`src/rtl/uart_fe_pkg.sv`:
```
`timescale 1ns/1ps
package uart_fe_pkg;

    typedef struct packed {
        logic stop_lvl;
        logic start_lvl;
        logic two_stop;
        logic ninth_val;
        logic par_en;
        logic ninth_en;
        logic msb_first;
        logic flow_en;
    } fe_cfg_t;

    localparam int CFG_W = $bits(fe_cfg_t);
    localparam int CTL_W = CFG_W + 1;
    localparam fe_cfg_t CFG_RESET = fe_cfg_t'(8'h80);

    typedef enum logic [2:0] {
        TX_IDLE, TX_START, TX_DATA, TX_NINTH, TX_STOP1, TX_STOP2
    } tx_state_t;

    typedef enum logic [2:0] {
        RX_IDLE, RX_START, RX_DATA, RX_NINTH, RX_STOP1, RX_STOP2
    } rx_state_t;

    // ninth bit: parity (even when ninth_val=1) or the raw ninth_val
    function automatic logic ninth_from(input logic ones_odd, input fe_cfg_t c);
        if (c.par_en)
            return c.ninth_val ? ones_odd : ~ones_odd;
        return c.ninth_val;
    endfunction

endpackage

```
`src/rtl/uart_fe_ctl.sv`:
```
`timescale 1ns/1ps
module uart_fe_ctl
    import uart_fe_pkg::*;
(
    input  logic             clk,
    input  logic             rst_n,
    input  logic             ctl_we,
    input  logic [CTL_W-1:0] ctl_wdata,
    output fe_cfg_t          cfg,
    output logic             flush,
    output logic [CTL_W-1:0] ctl_rdata
);
    fe_cfg_t cfg_q;

    always_ff @(posedge clk) begin
        if (!rst_n)
            cfg_q <= CFG_RESET;
        else if (ctl_we)
            cfg_q <= fe_cfg_t'(ctl_wdata[CTL_W-1:1]);
    end

    always_comb begin
        cfg       = cfg_q;
        flush     = ctl_we & ctl_wdata[0];
        ctl_rdata = {cfg_q, 1'b0};
    end
endmodule

```
`src/rtl/uart_fe_tx.sv`:
```
`timescale 1ns/1ps
module uart_fe_tx
    import uart_fe_pkg::*;
#(
    parameter int DATA_W = 8,
    parameter int OVS    = 16
) (
    input  logic              clk,
    input  logic              rst_n,
    input  logic              tick,
    input  logic              flush,
    input  logic              go,
    input  fe_cfg_t           cfg,
    input  logic [DATA_W-1:0] din,
    output logic              take,
    output logic              tx,
    output logic              idle
);
    localparam int CNT_W = $clog2(OVS);
    localparam int BIT_W = $clog2(DATA_W);
    localparam logic [CNT_W-1:0] LAST_T = CNT_W'(OVS - 1);
    localparam logic [BIT_W-1:0] LAST_B = BIT_W'(DATA_W - 1);

    tx_state_t         st, st_nx;
    logic [CNT_W-1:0]  ovs_q;
    logic [BIT_W-1:0]  bit_q;
    logic [BIT_W-1:0]  idx;
    logic [DATA_W-1:0] sh_q;
    logic              ninth_q;
    logic              bit_end;

    assign bit_end = tick && (ovs_q == LAST_T);

    always_comb begin
        st_nx = st;
        unique case (st)
            TX_IDLE:  if (go)      st_nx = TX_START;
            TX_START: if (bit_end) st_nx = TX_DATA;
            TX_DATA:  if (bit_end && bit_q == LAST_B)
                          st_nx = cfg.ninth_en ? TX_NINTH : TX_STOP1;
            TX_NINTH: if (bit_end) st_nx = TX_STOP1;
            TX_STOP1: if (bit_end) st_nx = cfg.two_stop ? TX_STOP2 : TX_IDLE;
            TX_STOP2: if (bit_end) st_nx = TX_IDLE;
            default:  st_nx = TX_IDLE;
        endcase
        if (flush)
            st_nx = TX_IDLE;
    end

    always_ff @(posedge clk) begin
        if (!rst_n)
            st <= TX_IDLE;
        else
            st <= st_nx;
    end

    assign take = (st == TX_IDLE) && go && !flush;

    always_ff @(posedge clk) begin
        if (!rst_n) begin
            ovs_q   <= '0;
            bit_q   <= '0;
            sh_q    <= '0;
            ninth_q <= 1'b0;
        end else begin
            if (st == TX_IDLE || flush) begin
                ovs_q <= '0;
                bit_q <= '0;
            end else if (tick) begin
                ovs_q <= (ovs_q == LAST_T) ? '0 : ovs_q + CNT_W'(1);
                if (st == TX_DATA && ovs_q == LAST_T)
                    bit_q <= (bit_q == LAST_B) ? '0 : bit_q + BIT_W'(1);
            end
            if (take) begin
                sh_q    <= din;
                ninth_q <= ninth_from(^din, cfg);
            end
        end
    end

    always_comb begin
        idx  = cfg.msb_first ? (LAST_B - bit_q) : bit_q;
        idle = (st == TX_IDLE);
        unique case (st)
            TX_IDLE:            tx = ~cfg.start_lvl;
            TX_START:           tx = cfg.start_lvl;
            TX_DATA:            tx = sh_q[idx];
            TX_NINTH:           tx = ninth_q;
            TX_STOP1, TX_STOP2: tx = cfg.stop_lvl;
            default:            tx = ~cfg.start_lvl;
        endcase
    end
endmodule

```
`src/rtl/uart_fe_rx.sv`:
```
`timescale 1ns/1ps
module uart_fe_rx
    import uart_fe_pkg::*;
#(
    parameter int DATA_W = 8,
    parameter int OVS    = 16
) (
    input  logic              clk,
    input  logic              rst_n,
    input  logic              tick,
    input  logic              flush,
    input  fe_cfg_t           cfg,
    input  logic              rx_in,
    output logic              done,
    output logic              frame_err,
    output logic [DATA_W-1:0] dout
);
    localparam int CNT_W = $clog2(OVS);
    localparam int BIT_W = $clog2(DATA_W);
    localparam logic [CNT_W-1:0] LAST_T = CNT_W'(OVS - 1);
    localparam logic [CNT_W-1:0] MID_T  = CNT_W'(OVS / 2 - 1);
    localparam logic [BIT_W-1:0] LAST_B = BIT_W'(DATA_W - 1);

    rx_state_t         st, st_nx;
    logic [CNT_W-1:0]  ovs_q;
    logic [BIT_W-1:0]  bit_q;
    logic [DATA_W-1:0] sh_q;
    logic              par_bad_q;
    logic              stop_bad_q;
    logic              bit_end;
    logic              mid_hit;
    logic              fin;
    logic              done_q;
    logic              err_q;
    logic [DATA_W-1:0] dout_q;

    assign bit_end = tick && (ovs_q == LAST_T);
    assign mid_hit = tick && (ovs_q == MID_T);

    always_comb begin
        st_nx = st;
        unique case (st)
            RX_IDLE:  if (tick && rx_in == cfg.start_lvl) st_nx = RX_START;
            RX_START: if (mid_hit)
                          st_nx = (rx_in == cfg.start_lvl) ? RX_DATA : RX_IDLE;
            RX_DATA:  if (bit_end && bit_q == LAST_B)
                          st_nx = cfg.ninth_en ? RX_NINTH : RX_STOP1;
            RX_NINTH: if (bit_end) st_nx = RX_STOP1;
            RX_STOP1: if (bit_end) st_nx = cfg.two_stop ? RX_STOP2 : RX_IDLE;
            RX_STOP2: if (bit_end) st_nx = RX_IDLE;
            default:  st_nx = RX_IDLE;
        endcase
        if (flush)
            st_nx = RX_IDLE;
    end

    always_ff @(posedge clk) begin
        if (!rst_n)
            st <= RX_IDLE;
        else
            st <= st_nx;
    end

    assign fin = !flush && bit_end &&
                 ((st == RX_STOP1 && !cfg.two_stop) || st == RX_STOP2);

    always_ff @(posedge clk) begin
        if (!rst_n) begin
            ovs_q      <= '0;
            bit_q      <= '0;
            sh_q       <= '0;
            par_bad_q  <= 1'b0;
            stop_bad_q <= 1'b0;
            done_q     <= 1'b0;
            err_q      <= 1'b0;
            dout_q     <= '0;
        end else begin
            done_q <= 1'b0;
            if (st == RX_IDLE || flush || (st == RX_START && mid_hit)) begin
                ovs_q <= '0;
                bit_q <= '0;
            end else if (tick) begin
                ovs_q <= (ovs_q == LAST_T) ? '0 : ovs_q + CNT_W'(1);
            end
            if (st == RX_START && mid_hit) begin
                par_bad_q  <= 1'b0;
                stop_bad_q <= 1'b0;
            end
            if (!flush && bit_end) begin
                unique case (st)
                    RX_DATA: begin
                        sh_q  <= cfg.msb_first ? {sh_q[DATA_W-2:0], rx_in}
                                               : {rx_in, sh_q[DATA_W-1:1]};
                        bit_q <= (bit_q == LAST_B) ? '0 : bit_q + BIT_W'(1);
                    end
                    RX_NINTH:
                        par_bad_q <= cfg.par_en && (rx_in != ninth_from(^sh_q, cfg));
                    RX_STOP1:
                        stop_bad_q <= (rx_in != cfg.stop_lvl);
                    default: ;
                endcase
            end
            if (fin) begin
                done_q <= 1'b1;
                err_q  <= par_bad_q | (cfg.two_stop & stop_bad_q) |
                          (rx_in != cfg.stop_lvl);
                dout_q <= sh_q;
            end
        end
    end

    assign done      = done_q;
    assign frame_err = err_q;
    assign dout      = dout_q;
endmodule

```
`src/rtl/uart_frame_engine.sv`:
```
`timescale 1ns/1ps
module uart_frame_engine
    import uart_fe_pkg::*;
#(
    parameter int DATA_W = 8,
    parameter int OVS    = 16
) (
    input  logic              clk,
    input  logic              rst_n,
    input  logic              baud_tick,
    input  logic              ctl_we,
    input  logic [CTL_W-1:0]  ctl_wdata,
    output logic [CTL_W-1:0]  ctl_rdata,
    input  logic              data_we,
    input  logic [DATA_W-1:0] data_wdata,
    input  logic              data_re,
    output logic [DATA_W-1:0] data_rdata,
    output logic              tx,
    input  logic              rx,
    input  logic              cts,
    output logic              rts,
    output logic              rx_err
);
    fe_cfg_t           cfg;
    logic              flush;
    logic              tx_go;
    logic              tx_take;
    logic              tx_idle;
    logic              rx_done;
    logic              rx_ferr;
    logic [DATA_W-1:0] rx_byte;
    logic [1:0]        rx_sync_q;
    logic [DATA_W-1:0] hold_q;
    logic              pend_q;
    logic [DATA_W-1:0] rdata_q;
    logic              full_q;
    logic              err_q;

    uart_fe_ctl u_ctl (
        .clk       (clk),
        .rst_n     (rst_n),
        .ctl_we    (ctl_we),
        .ctl_wdata (ctl_wdata),
        .cfg       (cfg),
        .flush     (flush),
        .ctl_rdata (ctl_rdata)
    );

    assign tx_go = pend_q && (!cfg.flow_en || cts);

    uart_fe_tx #(.DATA_W(DATA_W), .OVS(OVS)) u_tx (
        .clk   (clk),
        .rst_n (rst_n),
        .tick  (baud_tick),
        .flush (flush),
        .go    (tx_go),
        .cfg   (cfg),
        .din   (hold_q),
        .take  (tx_take),
        .tx    (tx),
        .idle  (tx_idle)
    );

    always_ff @(posedge clk) begin
        if (!rst_n)
            rx_sync_q <= {2{~CFG_RESET.start_lvl}};
        else
            rx_sync_q <= {rx_sync_q[0], rx};
    end

    uart_fe_rx #(.DATA_W(DATA_W), .OVS(OVS)) u_rx (
        .clk       (clk),
        .rst_n     (rst_n),
        .tick      (baud_tick),
        .flush     (flush),
        .cfg       (cfg),
        .rx_in     (rx_sync_q[1]),
        .done      (rx_done),
        .frame_err (rx_ferr),
        .dout      (rx_byte)
    );

    always_ff @(posedge clk) begin
        if (!rst_n) begin
            hold_q  <= '0;
            pend_q  <= 1'b0;
            rdata_q <= '0;
            full_q  <= 1'b0;
            err_q   <= 1'b0;
        end else begin
            if (data_we)
                hold_q <= data_wdata;
            if (flush)
                pend_q <= 1'b0;
            else if (data_we)
                pend_q <= 1'b1;
            else if (tx_take)
                pend_q <= 1'b0;
            if (rx_done) begin
                rdata_q <= rx_byte;
                full_q  <= 1'b1;
            end else if (data_re) begin
                full_q  <= 1'b0;
            end
            if (rx_done && rx_ferr)
                err_q <= 1'b1;
            else if (data_re)
                err_q <= 1'b0;
        end
    end

    assign data_rdata = rdata_q;
    assign rts        = cfg.flow_en ? ~full_q : 1'b1;
    assign rx_err     = err_q;
endmodule

```
`config.mk`:
```
export PLATFORM = sky130hd
export DESIGN_NAME = uart_frame_engine
export DESIGN_NICKNAME = d
export VERILOG_FILES = /design/src/rtl/uart_fe_pkg.sv /design/src/rtl/uart_fe_ctl.sv /design/src/rtl/uart_fe_tx.sv /design/src/rtl/uart_fe_rx.sv /design/src/rtl/uart_frame_engine.sv
export SDC_FILE = /design/constraint.sdc
export NUM_CORES = 1
export LEC_CHECK = 0
export BUFFER_PORTS_ARGS = -buffer_cell sky130_fd_sc_hd__buf_2
export CELL_PAD_IN_SITES_DETAIL_PLACEMENT = 1
export CELL_PAD_IN_SITES_GLOBAL_PLACEMENT = 1
export CORE_MARGIN = 1.5
export CORE_UTILIZATION = 40
export DETAILED_ROUTE_END_ITERATION = 8
export PLACE_DENSITY_LB_ADDON = 0.1
export SLEW_MARGIN = 20
export SYNTH_ARGS = -nofsm -noshare
export SYNTH_HDL_FRONTEND = slang
export SYNTH_SLANG_ARGS = --single-unit
export TNS_END_PERCENT = 30
```
`constraint.sdc`:
```
create_clock -name clk -period 1.7 [get_ports clk]
set_clock_uncertainty 0.05 [all_clocks]
set_input_delay 0.51 -clock clk [delete_from_list [all_inputs] [get_ports clk]]
set_output_delay 0.51 -clock clk [all_outputs]
set_load 0.01 [all_outputs]
```
==> impl_metrics.env <==
export IMPL_nets=530
export IMPL_die_h_um=99.8
export IMPL_p_int_uw=2580
export IMPL_cts_made_buffers=9
export IMPL_critPathKind="flip-flop to output pin"
export IMPL_violations="negative setup slack"
export IMPL_antenna_found_initial=0
export IMPL_dieArea_sq_mm=0.00996
export IMPL_vias=3255
export IMPL_combPwrFrac_pct=10.1
export IMPL_synth_top_flop_cell="dfxtp_1"
export IMPL_syn_inst=413
export IMPL_total_power_uw=3580
export IMPL_synth_top_area_share_pct=41.7
export IMPL_finalMaxSlewViolations=0
export IMPL_fin_cells=615
export IMPL_clk_path_buf_depth=2
export IMPL_numPortBuffers=43
export IMPL_ys_types=57
export IMPL_ant_nets=0
export IMPL_drive_gt1_share_pct=31.9
export IMPL_core_area_sq_mm=0.00915
export IMPL_use_met2_pct=33.8
export IMPL_wl_per_cell_um=16.4
export IMPL_netlist_area_sq_mm=0.00375
export IMPL_die_w_um=99.8
export IMPL_worst_skew_pair_late_latency_ns=0.35
export IMPL_grt_pass1_wl_um=16000
export IMPL_synth_top_area_cell="dfxtp_1"
export IMPL_fin_ws_ns=-0.504
export IMPL_rows=35
export IMPL_drt_first_pass_iters=4
export IMPL_pwr_share_clk_pct=36.7
export IMPL_dp_cells=591
export IMPL_start_util_pct=40.9
export IMPL_required_ns=1.14
export IMPL_grt_met1_usage_pct=27.1
export IMPL_hold_slack_ns=0.294
export IMPL_cts_sinks=78
export IMPL_drt_iter0_drc=73
export IMPL_cts_root_buf="clkbuf_8"
export IMPL_postSynthAreaPerCell_sq_um=9.07
export IMPL_period_needed_ns=2.20
export IMPL_end_kind="output pin"
export IMPL_relSlewSlack_pct=61.7
export IMPL_grt_setup_unrepaired="yes"
export IMPL_wl_um=10100
export IMPL_p_leak_uw=0.00206
export IMPL_synthTopCellsByArea="dfxtp_1 42%, mux2i_1 14%, nor2_1 7.4%, xnor2_1 4.0%, a21oi_1 3.5%"
export IMPL_remaining_drc_errors=0
export IMPL_place_worst_setup_slack_ns=-0.280
export IMPL_cts_hold_buf=0
export IMPL_period_share_pct=130
export IMPL_hold_path_class="input pin to flip-flop"
export IMPL_hold_viol=0
export IMPL_dpl_hpwl_um=6930
export IMPL_area_growth_pct=28.2
export IMPL_clock_fmax_mhz=454
export IMPL_yosys_warnings=0
export IMPL_postSynth_asyncResetShare_pct=0
export IMPL_top_usage_layer="met2"
export IMPL_worstSetupStartpointType="flip-flop"
export IMPL_cts_tree="yes"
export IMPL_grt_use_met3_pct=3.83
export IMPL_boundaryPins=45
export IMPL_grt_max_degree=53
export IMPL_sw_frac_of_total_pct=27.9
export IMPL_synth_seq_cells=78
export IMPL_peakVddDrop_mv=0.477
export IMPL_worst_slew_pin_slew_ns=0.574
export IMPL_cp_max_fo=6
export IMPL_p_sw_uw=998
export IMPL_synth_edf_count=0
export IMPL_seq_area_frac_synth_pct=41.7
export IMPL_power_density_mw_per_mm2=745
export IMPL_synth_fp_nets=444
export IMPL_ctsHtreeMaxLevel=3
export IMPL_placed_area_sq_mm=0.00437
export IMPL_fin_area_sq_mm=0.00481
export IMPL_fill_cells=1063
export IMPL_arrival_ns=1.64
export IMPL_cts_clk_slew_worst_paths_ns=0.09
export IMPL_seqPwrFrac_pct=53.1
export IMPL_avgViaCountPerCell=5.29
export IMPL_track_usage_pct=20.2
export IMPL_gp_congestion=0.809
export IMPL_grt_ovfl_total=0
export IMPL_setup_viol=5
export IMPL_max_cap_viol_count=0
export IMPL_first_global_vias=3302
export IMPL_antennaDiodeCount=0
export IMPL_status="complete, but fails checks"
==> Yosys cell counts, types with 7 or more instances <==
cell,number
xnor2_1,17
mux2i_1,53
a211oi_1,7
clkbuf_1,13
buf_2,7
nand2b_1,7
a21oi_1,26
dfxtp_1,78
nand3_1,8
nor2_1,74
nand2_1,21
o21ai_0,13
==> worst paths after layout <==
path | endpoint | slack, ns | cells past startpoint | start
hold reg to reg | rx_sync_q[1] | 0.39 | 1 | rx_sync_q[0]
setup / recovery | tx | -0.50 | 7 | u_tx.bit_q[1]
hold / removal | rx_sync_q[0] | 0.29 | 2 | rx
setup reg to reg | u_tx.st[1] | -0.17 | 10 | u_tx.bit_q[0]
==> cell families after synthesis <==
kind of cell             synth area share (%)
AO/OA/AOI/OAI                            12.7
XOR/XNOR                                 4.91
adder cells (fa/ha/maj)                  2.00
buffers and inverters                    4.51
flip-flops                               41.7
multiplexers                             14.5
other                                   0.100
AND/OR/NAND/NOR                          19.7
==> registers in the layout (all words and copies together), names as in the netlist, 4 cells and up <==
name and flops:
u_rx.ovs_q 4, u_tx.ovs_q 4, data_rdata 8, u_tx.sh_q 8, u_rx.sh_q 8, u_rx.dout 8
hold_q 8, u_ctl.cfg 8
==> power groups by stage <==
| stage | Combinational [uW] | Sequential [uW] | Clock [uW] |
|---|---|---|---|
| finish | 363 | 1900 | 1310 |
| global route | 400 | 1910 | 1440 |
| CTS | 349 | 1900 | 1350 |
| detailed placement | 346 | 1950 | 0 |
| global placement | 338 | 1950 | 0 |
| floorplan | 221 | 1940 | 0 |
==> final cells by class <==
cell class                      count  area, sq um  share of cell area, %
Clock buffer                        9          124                   2.58
Sequential cell                    78         1580                   32.8
Timing Repair Buffer              101          718                   14.9
Inverter                            6         22.5                  0.469
Tap cell                          111          139                   2.89
Multi-Input combinational cell    303         2170                   45.1
Clock inverter                      7         58.8                   1.22
==> layout by cell type (no fill, tap or decap), drive strengths merged, types with 6 or more instances in the layout <==
master	n
buf	101
dfxtp	78
nor2	74
mux2i	53
a21oi	26
nand2	22
xnor2	17
o21ai	13
clkbuf	9
a211oi	9
nand3	8
inv	8
nand2b	7
ha	6
==> through the flow <==
stage,utilization [%],TNS (ns)
3_3_place_gp,47.7,-1.65
3_5_place_dp,47.7,-2.92
4_1_cts,51.1,-0.922
6_report,52.5,-0.921
5_1_grt,52.5,-1.49
2_1_floorplan,-,-0.0389
==> metal layers <==
layer  share of wire, %  wire length, um
met1                 47             4720
met2                 50             5040
met3                2.7              273
met4               0.62               63
met5                  0                0
==> worst max-delay path: stages, from the launching register on <==
cell and delay [ns]:
dfxtp_4 0.37, buf_4 0.14, a31oi_1 0.18, o2bb2ai_1 0.13, nand4_1 0.12, o21ai_1 0.10, o211ai_1 0.10, buf_2 0.15
==> repair_timing <==
item                                    4_1_cts  5_1_grt
gates resized for setup                      26       25
endpoints found under the setup margin       13       29
pin swaps                                    11       17
buffers inserted                              4        4
No activity file was read; power rests on OpenSTA's default activity.
